File: config.mk
export PLATFORM = sky130hd
export DESIGN_NAME = pwm_pair_buf
export DESIGN_NICKNAME = d
export VERILOG_FILES = /design/src/rtl/pwm_pair_pkg.sv /design/src/rtl/pwm_pair_regs.sv /design/src/rtl/pwm_pair_select.sv /design/src/rtl/pwm_pair_wave.sv /design/src/rtl/pwm_pair_buf.sv
export SDC_FILE = /design/constraint.sdc
export NUM_CORES = 1
export LEC_CHECK = 0
export BUFFER_PORTS_ARGS = -buffer_cell sky130_fd_sc_hd__buf_4
export CAP_MARGIN = 20
export CELL_PAD_IN_SITES_DETAIL_PLACEMENT = 0
export CELL_PAD_IN_SITES_GLOBAL_PLACEMENT = 1
export CORE_MARGIN = 5
export CORE_UTILIZATION = 42
export DETAILED_ROUTE_END_ITERATION = 6
export PLACE_DENSITY_LB_ADDON = 0.2
export SYNTH_ARGS = -nofsm -noshare
export SYNTH_HDL_FRONTEND = slang
export SYNTH_SLANG_ARGS = --single-unit
File: constraint.sdc
create_clock -name clk_i -period 2.2 [get_ports clk_i]
set_clock_uncertainty 0.05 [all_clocks]
set_input_delay 0.11 -clock clk_i [delete_from_list [all_inputs] [get_ports clk_i]]
set_output_delay 0.11 -clock clk_i [all_outputs]
set_load 0.1 [all_outputs]
File: src/rtl/pwm_pair_pkg.sv
package pwm_pair_pkg;

  typedef enum logic [1:0] {
    EDGE_NONE   = 2'b00,
    EDGE_TOGGLE = 2'b01,
    EDGE_CLEAR  = 2'b10,
    EDGE_SET    = 2'b11
  } edge_act_e;

  // control byte bits 6:1; bit 7 is the flag write, bit 0 reserved
  typedef struct packed {
    logic      ie;
    logic      link;
    logic      cmp_en;
    edge_act_e edge_act;
    logic      tov;
  } ctrl_t;

  localparam int unsigned ADDR_CTRL = 0;
  localparam int unsigned ADDR_CMP0 = 1;  // slot s: high at 1+2s, low at 2+2s
  localparam int unsigned SLOTS     = 2;

endpackage

File: src/rtl/pwm_pair_regs.sv
module pwm_pair_regs
  import pwm_pair_pkg::*;
#(
  parameter int CW = 16,
  parameter int DW = 8,
  parameter int AW = 3
) (
  input  logic                       clk_i,
  input  logic                       rst_i,
  input  logic                       wr_en_i,
  input  logic [AW-1:0]              wr_addr_i,
  input  logic [DW-1:0]              wr_data_i,
  output ctrl_t                      ctrl_o,
  output logic [SLOTS-1:0][CW-1:0]   cmp_o,
  output logic [SLOTS-1:0]           commit_o,
  output logic                       flag_clr_o
);
  localparam int HW = CW - DW;  // staged high part, 1..DW bits

  logic ctrl_hit;
  assign ctrl_hit   = wr_en_i && (wr_addr_i == AW'(ADDR_CTRL));
  assign flag_clr_o = ctrl_hit && !wr_data_i[DW-1];

  always_ff @(posedge clk_i) begin
    if (rst_i) ctrl_o <= '0;
    else if (ctrl_hit) ctrl_o <= ctrl_t'(wr_data_i[6:1]);
  end

  for (genvar s = 0; s < SLOTS; s++) begin : g_slot
    logic [HW-1:0] stage_q;
    logic          hi_hit, lo_hit;
    assign hi_hit = wr_en_i && (wr_addr_i == AW'(ADDR_CMP0 + 2*s));
    assign lo_hit = wr_en_i && (wr_addr_i == AW'(ADDR_CMP0 + 2*s + 1));
    assign commit_o[s] = lo_hit;

    always_ff @(posedge clk_i) begin
      if (rst_i) begin
        stage_q  <= '0;
        cmp_o[s] <= '1;
      end else begin
        if (hi_hit) stage_q <= wr_data_i[HW-1:0];
        if (lo_hit) cmp_o[s] <= {stage_q, wr_data_i};
      end
    end
  end

endmodule

File: src/rtl/pwm_pair_select.sv
module pwm_pair_select
  import pwm_pair_pkg::*;
(
  input  logic             clk_i,
  input  logic             rst_i,
  input  logic             link_i,
  input  logic             ovf_i,
  input  logic [SLOTS-1:0] commit_i,
  output logic             act_o
);
  logic next_q;

  always_ff @(posedge clk_i) begin
    if (rst_i || !link_i) begin
      next_q <= 1'b0;
      act_o  <= 1'b0;
    end else begin
      // the most recent commit names the register for the next period
      if (commit_i[1])      next_q <= 1'b1;
      else if (commit_i[0]) next_q <= 1'b0;
      if (ovf_i) act_o <= next_q;
    end
  end

endmodule

File: src/rtl/pwm_pair_wave.sv
module pwm_pair_wave
  import pwm_pair_pkg::*;
#(
  parameter int CW = 16
) (
  input  logic          clk_i,
  input  logic          rst_i,
  input  logic [CW-1:0] cnt_i,
  input  logic          ovf_i,
  input  ctrl_t         ctrl_i,
  input  logic [CW-1:0] cmp_i,
  input  logic          flag_clr_i,
  output logic          pwm_o,
  output logic          flag_o,
  output logic          irq_o
);
  logic en, hit, pwm_d, flag_d;

  always_comb begin
    en    = ctrl_i.link | ctrl_i.cmp_en;
    hit   = en && (cnt_i == cmp_i);
    pwm_d = pwm_o;
    if (!en) begin
      pwm_d = 1'b0;
    end else if (ovf_i && ctrl_i.tov) begin
      pwm_d = ~pwm_o;  // wrap toggle beats a same-cycle match
    end else if (hit) begin
      case (ctrl_i.edge_act)
        EDGE_TOGGLE: pwm_d = ~pwm_o;
        EDGE_CLEAR:  pwm_d = 1'b0;
        EDGE_SET:    pwm_d = 1'b1;
        default:     pwm_d = pwm_o;
      endcase
    end
    flag_d = flag_o;
    if (hit) flag_d = 1'b1;
    else if (flag_clr_i) flag_d = 1'b0;
  end

  always_ff @(posedge clk_i) begin
    if (rst_i) begin
      pwm_o  <= 1'b0;
      flag_o <= 1'b0;
      irq_o  <= 1'b0;
    end else begin
      pwm_o  <= pwm_d;
      flag_o <= flag_d;
      irq_o  <= flag_d & ctrl_i.ie;
    end
  end

endmodule

File: src/rtl/pwm_pair_buf.sv
module pwm_pair_buf
  import pwm_pair_pkg::*;
#(
  parameter int CW = 16,
  parameter int DW = 8,
  parameter int AW = 3
) (
  input  logic          clk_i,
  input  logic          rst_i,
  input  logic [CW-1:0] cnt_i,
  input  logic          ovf_i,
  input  logic          wr_en_i,
  input  logic [AW-1:0] wr_addr_i,
  input  logic [DW-1:0] wr_data_i,
  output logic          pwm_o,
  output logic          odd_gpio_o,
  output logic          flag_o,
  output logic          irq_o
);
  ctrl_t                    ctrl;
  logic [SLOTS-1:0][CW-1:0] cmp;
  logic [SLOTS-1:0]         commit;
  logic                     flag_clr;
  logic                     act;
  logic [CW-1:0]            cmp_act, cmp_even;
  logic                     en;

  pwm_pair_regs #(.CW(CW), .DW(DW), .AW(AW)) u_regs (
    .clk_i(clk_i), .rst_i(rst_i), .wr_en_i(wr_en_i), .wr_addr_i(wr_addr_i),
    .wr_data_i(wr_data_i), .ctrl_o(ctrl), .cmp_o(cmp), .commit_o(commit),
    .flag_clr_o(flag_clr)
  );

  pwm_pair_select u_sel (
    .clk_i(clk_i), .rst_i(rst_i), .link_i(ctrl.link), .ovf_i(ovf_i),
    .commit_i(commit), .act_o(act)
  );

  assign cmp_act    = cmp[act];
  assign cmp_even   = cmp[0];
  assign en         = ctrl.link | ctrl.cmp_en;
  assign odd_gpio_o = ctrl.link;

  pwm_pair_wave #(.CW(CW)) u_wave (
    .clk_i(clk_i), .rst_i(rst_i), .cnt_i(cnt_i), .ovf_i(ovf_i), .ctrl_i(ctrl),
    .cmp_i(cmp_act), .flag_clr_i(flag_clr), .pwm_o(pwm_o), .flag_o(flag_o),
    .irq_o(irq_o)
  );

endmodule

-- Word level (Yosys, flattened, before mapping)
Cells that the tools add are included.
- equal/unequal tests: 8
- $lt $le $gt $ge: 1
- bitwise logic cells: 4
- mux-type cells: 9
- reduce and logical (&&, ||, !) cells: 17
- operators with widths (cell ; count):
    $mux W16 ; 2
    $eq A16 B16 Y1 ; 1
    $logic_and A1 B1 Y1 ; 8
    $eq A3 B2 Y1 const B ; 2
    $mux W1 ; 6
    $eq A2 B2 Y1 const B ; 2
    $reduce_bool A2 Y1 ; 2
    $reduce_bool A4 Y1 ; 1
    $eq A3 B1 Y1 const B ; 1
    $eq A3 B3 Y1 const B ; 1
    $logic_not A3 Y1 ; 1
    $pmux W1 S3 ; 1
    $eq A2 B1 Y1 const B ; 1
    $logic_not A1 Y1 ; 2
    $lt A1 B2 Y1 const B ; 1
    $not A1 Y1 ; 2
    $reduce_and A2 Y1 ; 1
    $reduce_or A2 Y1 ; 1
    $and A1 B1 Y1 ; 1
    $logic_or A1 B1 Y1 ; 1
    $or A1 B1 Y1 ; 1
- logic and storage cells: 53
- flip-flop bits (word level): 59
- output and inout bits: 4

-- Logic depth before layout (Yosys ltp)
- word-level depth: 6
- mapped depth: 8
- depth with buffers taken out: 6

-- Hierarchy
Synthesis repeated with hierarchy kept, for this count alone.
- cell total of the unflattened synthesis: 280
- area, all modules: 2824.0 sq um
- modules (own cells, without submodules) (module ; area an instance (sq um) ; cells an instance ; times used ; seq. area each (sq um)):
    pwm_pair_regs ; 2180.8 ; 218 ; 1 ; 1081.0
    pwm_pair_wave ; 315.3 ; 36 ; 1 ; 60.1
    pwm_pair_buf ; 249.0 ; 18 ; 1 ; 0.0
    pwm_pair_select ; 78.8 ; 8 ; 1 ; 40.0

-- Worst setup path after synthesis
OpenSTA, ideal clock, no wires.
- path kind: flip-flop to flip-flop
- start: reg u_regs.ctrl_o[4] (netlist name)
- end: reg u_wave.irq_o
- slack: -224 ps
- stages on the path, launching flop included: 7
- arrival time: 2315 ps
- buffers on the path: 0
- clock period less this slack: 2424 ps
- setup time: 59 ps
- cell sequence: dfxtp_1 -> nor2_1 -> or3_4 -> a2111oi_4 -> nand4_2 -> a21oi_2 -> and2_1
- cells in the longest elaborated chain, start to end: 4
- RTL lines (item ; line ; text):
    from (decl) ; pwm_pair_regs.sv:13 ; output ctrl_t ctrl_o,
    from (signal assigned) ; pwm_pair_regs.sv:26 ; else if (ctrl_hit) ctrl_o <= ctrl_t'(wr_data_i[6:1]);
    $or A1 B1 Y1 ; pwm_pair_wave.sv:20 ; en = ctrl_i.link | ctrl_i.cmp_en;
    $logic_and A1 B1 Y1 ; pwm_pair_wave.sv:21 ; hit = en && (cnt_i == cmp_i);
    $mux W1 ; pwm_pair_wave.sv:36 ; if (hit) flag_d = 1'b1;
    $and A1 B1 Y1 ; pwm_pair_wave.sv:48 ; irq_o <= flag_d & ctrl_i.ie;
    to (signal assigned) ; pwm_pair_wave.sv:48 ;
    to (decl) ; pwm_pair_wave.sv:15 ; output logic irq_o
Every way passes these cells.
A chain may end at the register's enable or synchronous reset.

-- Final worst setup path
- start: reg u_sel.act_o
- end: reg u_wave.irq_o
- cells in the longest elaborated chain, start to end: 6
- RTL lines (item ; line ; text):
    from (decl) ; pwm_pair_select.sv:9 ; output logic act_o
    from (signal assigned) ; pwm_pair_select.sv:21 ; if (ovf_i) act_o <= next_q;
    $mux W16 (not written as such) (2 in a row) ; pwm_pair_buf.sv:39 ; assign cmp_act = cmp[act];
    $eq A16 B16 Y1 ; pwm_pair_wave.sv:21 ;
    $logic_and A1 B1 Y1 ; pwm_pair_wave.sv:21 ;
    $mux W1 ; pwm_pair_wave.sv:36 ;
    $and A1 B1 Y1 ; pwm_pair_wave.sv:48 ;
Every way passes these cells. The select of a mux whose other input is x is not followed.

==> impl_metrics.py <==
metrics = {
    "run_status": {
        "outcome": "finished, final reports clean",
    },
    "timing": {
        "hold_viol": 0,
        "clock.fmax_ghz": 0.498,
        "rsz0062_at_grt": "false",
        "finalSetupViolCount": 0,
        "tightest_slew_ps": 524,
        "post-route-period-util_pct": 91.3,
        "slew_headroom_pct": 65.1,
        "tns_ps": 0,
        "period_needed_ps": 2010,
        "slew_viol_final": 0,
        "hold_slack_ps": 19.9,
    },
    "die": {
        "ioPinCount": 35,
        "start_util_pct": 43.3,
        "core_area_mm2": 0.00592,
        "rows": 28,
        "die_w_um": 88.1,
        "die_h_um": 88.1,
        "die_area_mm2": 0.00776,
    },
    "setup_path": {
        "cpPeakStageDelay_ps": 390,
        "endpoint_kind": "flip-flop",
        "r2r-end": "u_wave.irq_o",
        "crit_arrival_ps": 2220,
        "worstPathMaxFanout": 3,
        "cp_slowest_cell": "dfxtp_1",
        "cp.depth": 6,
        "path_class": "reg2reg",
        "crit_chain": "mux2_4, or3_4, a2111oi_4, nand4_2, a21oi_2, and2_1",
        "crit_required_ps": 2410,
        "cp_top_family": "simple AND/OR/NAND/NOR gates",
        "worst-r2r-setup-slack_ps": 190,
        "r2r_start": "u_sel.act_o",
        "cp-start-kind": "flip-flop",
        "reg2reg_depth": 6,
        "crit_path_start": "u_sel.act_o",
        "crit_buf_inv": 0,
        "cp-endpoint": "u_wave.irq_o",
    },
    "pwr": {
        "powerDensity_mw_per_mm2": 687,
        "switching_power_uw": 509,
        "p_sw_share_pct": 23.3,
        "vdd_drop_max_v": 0.000393,
        "p_clk_share_pct": 39.2,
        "p_comb_share_pct": 9.7,
        "leakage_uw": 0.00128,
        "power_frac_seq_pct": 51.1,
        "power.internal_uw": 1670,
    },
    "grt": {
        "grt_remaining_overflow": 0,
        "antenna_found_initial": 0,
        "grt_max_degree": 58,
        "grt_use_total_pct": 17.8,
        "grt_pass1_vias": 2046,
        "grt_pass1_wl_mm": 10.3,
    },
    "cts": {
        "cts_buffer_depth": 2,
        "cts.clk_slew.worst_paths_ps": 60,
        "htree_levels": 3,
        "tritoncts": "built",
        "cts_buffers": 9,
        "clock_latency_ps": 320,
        "clockRootBuffer": "clkbuf_8",
        "numClockSinks": 59,
    },
    "detailed_routing": {
        "routedWlPerCell_um": 14.8,
        "drtAntennaViolNets": 0,
        "routed_via_density": 4.95,
        "post-route-drc-count": 0,
        "drt_iter0_drc": 98,
        "via_count": 2080,
        "routed_wl_mm": 6.20,
        "drtPass1Iterations": 4,
    },
    "layout": {
        "drive_above_1_share_pct": 19.1,
        "diodes": 0,
        "area_growth_pct": 23.8,
        "nets": 371,
    },
    "yosys": {
        "synth_flop_cell": "dfxtp_1",
        "synth-adder-area-share_pct": 0,
        "synth.area.mux_share_pct": 9.96,
        "synth.top_cell.area_share_pct": 46.1,
        "syn-instance-count": 296,
        "synthXorXnorAreaFrac_pct": 5.47,
        "syn_avg_cell_area_um2": 8.66,
        "ys_top_cells_by_area": "dfxtp_1 46%, nand2_1 13%, nand3b_1 10%",
        "synth_edf_count": 0,
        "ys_ff_latch": 59,
        "synth_area_mm2": 0.00256,
        "yosysUniqueCellTypes": 28,
        "async_flop_share_pct": 0,
        "synth_compound_area_share_pct": 5.57,
        "yosysWarnings": 0,
        "yosys.area_share.simple_pct": 29.9,
        "synth_top_family_by_area": "simple AND/OR/NAND/NOR gates",
        "yosys.area.top_type": "dfxtp_1",
        "synthesis.nets": 327,
        "ys_seq_area_share_pct": 46.1,
    },
    "job": {
        "drv_cap": 0,
    },
    "placed_design": {
        "globalplace.congestion": 0.712,
        "port_buffers": 34,
        "place_hpwl_mm": 4.24,
    },
    "worst_hold_path": {
        "hold_start": "wr_data_i[7]",
        "min_path_type": "in2reg",
    },
}
## metrics by stage
| step | total power (µW) | utilization [%] | worst slack [ps] | instance area [µm²] | instances |
|---|---|---|---|---|---|
| 2_1_floorplan | 1250 | - | 124 | 2560 | 296 |
| 3_3_place_gp | 1340 | 49.5 | 241 | 2930 | 398 |
| 3_5_place_dp | 1340 | 49.5 | 155 | 2930 | 398 |
| 4_1_cts | 2200 | 53.4 | 135 | 3160 | 420 |
| 5_1_grt | 2290 | 53.6 | 13.1 | 3170 | 420 |
| 6_report | 2180 | 53.6 | 191 | 3170 | 420 |
## routing by layer
| metal | GRT usage (%) | routed length (µm) |
|---|---|---|
| met1 | 23.1 | 2990 |
| met5 | 0 | 0 |
| met4 | 4.53 | 61 |
| met2 | 28.5 | 2900 |
| met3 | 6.21 | 245 |
## layout make-up
class / instances / area [µm²]
well taps: 75 / 93.8
multi-input cells: 219 / 1320
flip-flops and latches: 59 / 1180
fillers: 579 / 2750
clock inverters: 2 / 10.0
clock buffers: 14 / 163
inverters: 1 / 3.75
repair buffers: 50 / 403
## what timing repair did
item / in CTS / in global routing
hold buffers: 6 / 0
setup endpoints to repair: 0 / 2
setup buffers: 0 / 0
hold endpoints to repair: 10 / 0
resized for setup: 0 / 2
## state kept, by name, summed over array words and instances, names as in the netlist
register,count
u_regs.ctrl_o,6
u_wave.pwm_o,1
u_regs.g_slot.stage_q,16
u_regs.cmp_o,32
u_sel.act_o,1
u_wave.flag_o,1
u_sel.next_q,1
u_wave.irq_o,1
## Yosys cell counts (2+ instances only)
cell and n:
nand3b_1 34, nand2_1 89, nor2_1 13, dfxtp_1 59
clkbuf_1 15, o21ai_1 2, nor4_1 3, xnor2_1 15
nand3_1 8, a21oi_1 16, mux2i_1 24, and3_1 2
## layout by cell type (no fill, tap or decap)
| cell | count |
|---|---|
| nand4_2 | 1 |
| dfxtp_2 | 1 |
| or3_4 | 1 |
| xor2_1 | 1 |
| buf_4 | 43 |
| a21oi_1 | 16 |
| clkbuf_1 | 3 |
| xnor2_1 | 15 |
| o21ai_1 | 2 |
| nor2b_1 | 1 |
| buf_12 | 1 |
| nand3_1 | 8 |
| inv_1 | 1 |
| clkbuf_8 | 11 |
| and2_1 | 1 |
| mux2_4 | 1 |
| clkinv_2 | 2 |
| nor2_1 | 13 |
| a21oi_2 | 1 |
| a311oi_1 | 1 |
| nor2_2 | 1 |
| and3_1 | 2 |
| dfxtp_1 | 58 |
| dlygate4sd3_1 | 6 |
| nand2_1 | 89 |
| nand3b_1 | 34 |
| nor4_2 | 2 |
| and3b_1 | 1 |
| o21a_1 | 1 |
| a2111oi_4 | 1 |
| nor4_1 | 1 |
| mux2i_1 | 24 |
| nand2b_1 | 1 |
## tightest hold or removal path, stage by stage
cell and delay (ps):
buf_4 130, nand2_1 60, nand3b_1 70
## worst min path at each step
stage	endpoint	slack (ps)	depth (start not counted)
floorplan	u_regs.cmp_o[16]	180	2
global placement	u_regs.cmp_o[0]	320	3
detailed placement	u_regs.cmp_o[0]	320	3
CTS	u_regs.cmp_o[17]	2	3
global route	u_regs.cmp_o[5]	10	3
finish	u_regs.cmp_o[7]	20	3
## power by group through the flow
stage / Clock [µW] / Combinational, µW / Sequential (µW)
after floorplan: 0 / 110 / 1140
after global placement: 0 / 201 / 1140
after detailed placement: 0 / 202 / 1140
after CTS: 879 / 211 / 1110
after global routing: 940 / 234 / 1120
final: 854 / 212 / 1110
## cell families after synthesis
logic type	Yosys count
xor gates and xnor gates	16
muxes	25
DFF	59
and+or+nand+nor	156
buffers and inverters	18
AOI/OAI and AO/OA	22
Power figures use the tool's default switching activity.
